<file path="src/rtl/latch_xcvr_pkg.sv">
package latch_xcvr_pkg;

    localparam int unsigned XCVR_LANES = 2;
    localparam int unsigned XCVR_WIDTH = 8;

    // A path is open when both of its active-low qualifiers are low.
    function automatic logic path_open(input logic gate_n, input logic ctl_n);
        return (!gate_n) && (!ctl_n);
    endfunction

endpackage

</file>
<file path="src/rtl/latch_xcvr_bank.sv">
module latch_xcvr_bank
    import latch_xcvr_pkg::*;
#(
    parameter int unsigned LANES = XCVR_LANES,
    parameter int unsigned WIDTH = XCVR_WIDTH
) (
    input  logic                   clk,
    input  logic                   rst_n,
    input  logic [LANES-1:0]       en_n,
    input  logic [LANES-1:0]       le_n,
    input  logic [LANES-1:0]       oe_n,
    input  logic [LANES*WIDTH-1:0] din,
    output logic [LANES*WIDTH-1:0] dout,
    output logic [LANES-1:0]       drive,
    output logic [LANES*WIDTH-1:0] store
);
    localparam int unsigned BITS = LANES * WIDTH;

    typedef struct packed {
        logic [BITS-1:0] data;
    } bank_t;

    bank_t st_d, st_q;

    always_comb begin
        st_d = st_q;
        for (int i = 0; i < LANES; i++) begin
            if (path_open(en_n[i], le_n[i])) begin
                st_d.data[i*WIDTH +: WIDTH] = din[i*WIDTH +: WIDTH];
            end
        end
    end

    always_ff @(posedge clk or negedge rst_n) begin
        if (!rst_n) begin
            st_q <= '0;
        end else begin
            st_q <= st_d;
        end
    end

    for (genvar g = 0; g < LANES; g++) begin : g_lane
        assign drive[g] = path_open(en_n[g], oe_n[g]);
        assign dout[g*WIDTH +: WIDTH] = drive[g] ? st_q.data[g*WIDTH +: WIDTH] : '0;
    end

    assign store = st_q.data;

endmodule

</file>
<file path="src/rtl/latch_xcvr_clash.sv">
module latch_xcvr_clash #(
    parameter int unsigned LANES = 2
) (
    input  logic [LANES-1:0] fwd_drive,
    input  logic [LANES-1:0] rev_drive,
    output logic [LANES-1:0] clash
);
    for (genvar g = 0; g < LANES; g++) begin : g_lane
        assign clash[g] = fwd_drive[g] & rev_drive[g];
    end
endmodule

</file>
<file path="src/rtl/latch_xcvr.sv">
module latch_xcvr
    import latch_xcvr_pkg::*;
#(
    parameter int unsigned LANES = XCVR_LANES,
    parameter int unsigned WIDTH = XCVR_WIDTH
) (
    input  logic                   clk,
    input  logic                   ab_rst_n,
    input  logic                   ba_rst_n,
    input  logic [LANES-1:0]       ab_en_n,
    input  logic [LANES-1:0]       ab_le_n,
    input  logic [LANES-1:0]       ab_oe_n,
    input  logic [LANES-1:0]       ba_en_n,
    input  logic [LANES-1:0]       ba_le_n,
    input  logic [LANES-1:0]       ba_oe_n,
    input  logic [LANES*WIDTH-1:0] a_in,
    input  logic [LANES*WIDTH-1:0] b_in,
    output logic [LANES*WIDTH-1:0] b_out,
    output logic [LANES-1:0]       b_drive,
    output logic [LANES*WIDTH-1:0] a_out,
    output logic [LANES-1:0]       a_drive,
    output logic [LANES-1:0]       clash
);
    logic [LANES*WIDTH-1:0] ab_store;
    logic [LANES*WIDTH-1:0] ba_store;

    latch_xcvr_bank #(.LANES(LANES), .WIDTH(WIDTH)) u_ab (
        .clk   (clk),
        .rst_n (ab_rst_n),
        .en_n  (ab_en_n),
        .le_n  (ab_le_n),
        .oe_n  (ab_oe_n),
        .din   (a_in),
        .dout  (b_out),
        .drive (b_drive),
        .store (ab_store)
    );

    latch_xcvr_bank #(.LANES(LANES), .WIDTH(WIDTH)) u_ba (
        .clk   (clk),
        .rst_n (ba_rst_n),
        .en_n  (ba_en_n),
        .le_n  (ba_le_n),
        .oe_n  (ba_oe_n),
        .din   (b_in),
        .dout  (a_out),
        .drive (a_drive),
        .store (ba_store)
    );

    latch_xcvr_clash #(.LANES(LANES)) u_clash (
        .fwd_drive (b_drive),
        .rev_drive (a_drive),
        .clash     (clash)
    );

endmodule

</file>
<file path="config.mk">
export PLATFORM = sky130hd
export DESIGN_NAME = latch_xcvr
export DESIGN_NICKNAME = d
export VERILOG_FILES = /design/src/rtl/latch_xcvr_pkg.sv /design/src/rtl/latch_xcvr_bank.sv /design/src/rtl/latch_xcvr_clash.sv /design/src/rtl/latch_xcvr.sv
export SDC_FILE = /design/constraint.sdc
export NUM_CORES = 1
export LEC_CHECK = 0
export ABC_CLOCK_PERIOD_IN_PS = 800
export BUFFER_PORTS_ARGS = -buffer_cell sky130_fd_sc_hd__buf_2
export CAP_MARGIN = 20
export CORE_ASPECT_RATIO = 2
export CORE_UTILIZATION = 45
export CTS_BUF_LIST = sky130_fd_sc_hd__clkbuf_8
export DETAILED_ROUTE_END_ITERATION = 7
export GPL_ROUTABILITY_DRIVEN = 0
export PLACE_DENSITY = 0.85
export SYNTH_ARGS = -nofsm -noshare
export SYNTH_HDL_FRONTEND = slang
export SYNTH_SLANG_ARGS = --single-unit
</file>
<file path="constraint.sdc">
create_clock -name clk -period 0.8 [get_ports clk]
set_input_delay 0.16 -clock clk [delete_from_list [all_inputs] [get_ports clk]]
set_output_delay 0.16 -clock clk [all_outputs]
set_load 0.02 [all_outputs]
</file>
==> metrics.csv <==
stage,metric,value,unit
place,pre_cts_ws,-0.253,ns
timing,rsz0062_at_grt,yes,
pwr,cellLeakagePower,1.27,nW
drt,num_vias,1293,
finish,synthToLayoutAreaGrowth,80.3,%
drt,route.detailed.drc,0,
timing,hold_violations,0,
finish,layout.nets,264,
drt,dr_wl_met2,2640,µm
cts,cts_tree,done,
global_route,grtUsageTotal,26.4,%
timing,fmax,897,MHz
status,violations,setup timing,
cts,clock_path_buffers,2,
timing,tightest_slew,0.373,ns
finish,drive_above_1_share,83.5,%
drt,wirelength,4450,µm
timing,setup_slack,-0.315,ns
worst_setup_path,required,0.64,ns
drt,dr.pass1.iters,4,
logic_synthesis,ys_ff_latch,32,
logic_synthesis,netlist_area,1460,µm²
floorplan,die_h,82.5,µm
worst_setup_path,slowest_delay,0.40,ns
global_route,grt_max_degree,17,
logic_synthesis,synth_cell_types,7,
timing,slew_headroom,75.1,%
timing,skew,0,ns
drt,drt-met1-wl,1460,µm
global_route,grt_pass1_vias,1433,
worst_setup_path,arrival,0.96,ns
drt,wl_per_cell,17.9,µm
cts,numCtsBuffers,5,
timing,setup_tns,-10.28,ns
logic_synthesis,yosysWarnings,0,
drt,first_iter_violations,25,
drt,routed.top_layer,met4,
logic_synthesis,syn-instance-count,106,
timing,drv_slew,0,
timing,fin_crit_sh,139,%
job,maxCapViolCount,0,
worst_setup_path,path_buf_inv,1,
floorplan,dieArea,3490,µm²
timing,finalSetupViolations,50,
finish,antenna_cells,0,
cts,clkLatencyLatePin,0.28,ns
logic_synthesis,synth_area_leaders,"dfrtp_1 55%, mux2_2 25%, and2_2 10%",
drt,viasPerCell,5.21,
floorplan,rows,28,
floorplan,core_area,3010,µm²
finish,utilization,87.3,%
cts,cts_root_buf,clkbuf_8,
cts,clkTransAtPathRegs,0.07,ns
timing,hold_ws,0.108,ns
global_route,grt_pass1_wl,6650,µm
pwr,ir_drop,1.71,mV
floorplan,ioPinCount,85,
worst_setup_path,worst-setup-path-type,reg2out,
logic_synthesis,synth-seq-area-share,54.9,%
pwr,power.total,4.65,mW
worst_setup_path,critPathTopFamily,flip-flops,
timing,fin_crit,1.12,ns
drt,wl_met3,264,µm
worst_setup_path,endpoint_kind,primary output,
floorplan,die_w,42.3,µm
logic_synthesis,netlist.area_leader.share,54.9,%
status,status,"complete, but fails checks",
worst_setup_path,critPathMaxFanout,2,
cts,cts_max_level,2,
place,portBuffers,84,
worst_setup_path,crit_chain,and2_4 > buf_6,
pwr,p_per_area,1770,nW/µm²
global_route,grt_overflow,0,
hold_path,hp-class,in2reg,
worst_setup_path,start_kind,register,
place,dp_hpwl,2590,µm
drt,drtAntennaViolNets,0,
cts,cts_sinks,32,
logic_synthesis,synth.largest_area_cell,dfrtp_1,
floorplan,initial_utilization,48.4,%
logic_synthesis,syn_nets,153,
global_route,antenna_found_initial,0,
worst_setup_path,cp_slowest_cell,dfrtp_1,
logic_synthesis,syn_area_per_cell,13.8,µm²
[worst register-to-register path, cell delays in order (launching register included)]
cell     delay [ns]
dfrtp_1        0.40
buf_4          0.14
mux2_2         0.25
[per-stage QoR]
step | cell area (µm²) | std cells
2_1_floorplan | 1520 | 106
3_3_place_gp | 2000 | 223
3_5_place_dp | 2000 | 223
4_1_cts | 2540 | 246
5_1_grt | 2630 | 248
6_report | 2630 | 248
[worst paths after layout]
path,from,slack (ns),end,cells after the start
min,a_in[10],0.11,u_ab.store[10],2
max,u_ab.store[2],-0.32,b_out[2],2
max reg2reg,u_ab.store[2],-0.10,u_ab.store[2],2
max in group asynchronous,ba_rst_n,0.21,u_ba.store[15],2
min in group asynchronous,ab_rst_n,0.32,u_ab.store[1],2
min reg2reg,u_ab.store[12],0.50,u_ab.store[12],1
[cell type report]
cell class / count / area, µm²
clock buffer: 6 / 82.6
clock inverter: 2 / 7.51
fill: 146 / 383
multi-input combinational: 78 / 841
sequential: 32 / 801
tap: 30 / 37.5
timing repair buffer: 100 / 861
[layout by cell type (no fill, tap or decap)]
| cell type | synthesis | layout |
|---|---|---|
| buf_4 | 0 | 9 |
| dlygate4sd3_1 | 0 | 2 |
| inv_1 | 0 | 2 |
| mux2_4 | 0 | 6 |
| mux2_2 | 32 | 26 |
| buf_8 | 0 | 1 |
| clkbuf_8 | 0 | 6 |
| dfrtp_1 | 32 | 32 |
| buf_12 | 0 | 2 |
| and2_4 | 0 | 32 |
| nor2_4 | 4 | 12 |
| buf_6 | 0 | 46 |
| nor4_4 | 0 | 2 |
| buf_2 | 0 | 40 |
[flip-flops by register name, indices dropped and copies added (netlist names)]
register / flops
u_ba.store: 16
u_ab.store: 16
[what timing repair did]
| item | 4_1_cts | 5_1_grt |
|---|---|---|
| cloned | 3 | 1 |
| hold buffers | 2 | 0 |
| endpoints found under the hold margin | 32 | 0 |
| pin swaps | 5 | 5 |
| resized for setup | 119 | 21 |
| endpoints found under the setup margin | 38 | 47 |
| setup buffers | 10 | 5 |
[per-layer routing]
layer  vias to the layer above  track usage [%]
met4                         0             10.0
met5                         -                0
li1                        587                -
met2                        72             52.0
met3                        10             5.87
met1                       624             25.8
[cell usage after synthesis]
cell     count
and2_2      20
mux2_2      32
dfrtp_1     32
nor2_1       4
nor4_1       2
and2_1      12
nor2_4       4
[logic make-up after synthesis]
family / after synthesis / share of synthesized area (%)
flops: 32 / 54.9
simple gates: 42 / 20.4
mux: 32 / 24.7
[power breakdown]
part           switching [mW]  total, mW  internal, mW
registers               0.140       2.00          1.86
clock network           0.593       1.27         0.676
logic                   0.540       1.38         0.839
total                    1.27       4.65          3.37
Note: power is estimated with default switching activity, not from simulation.
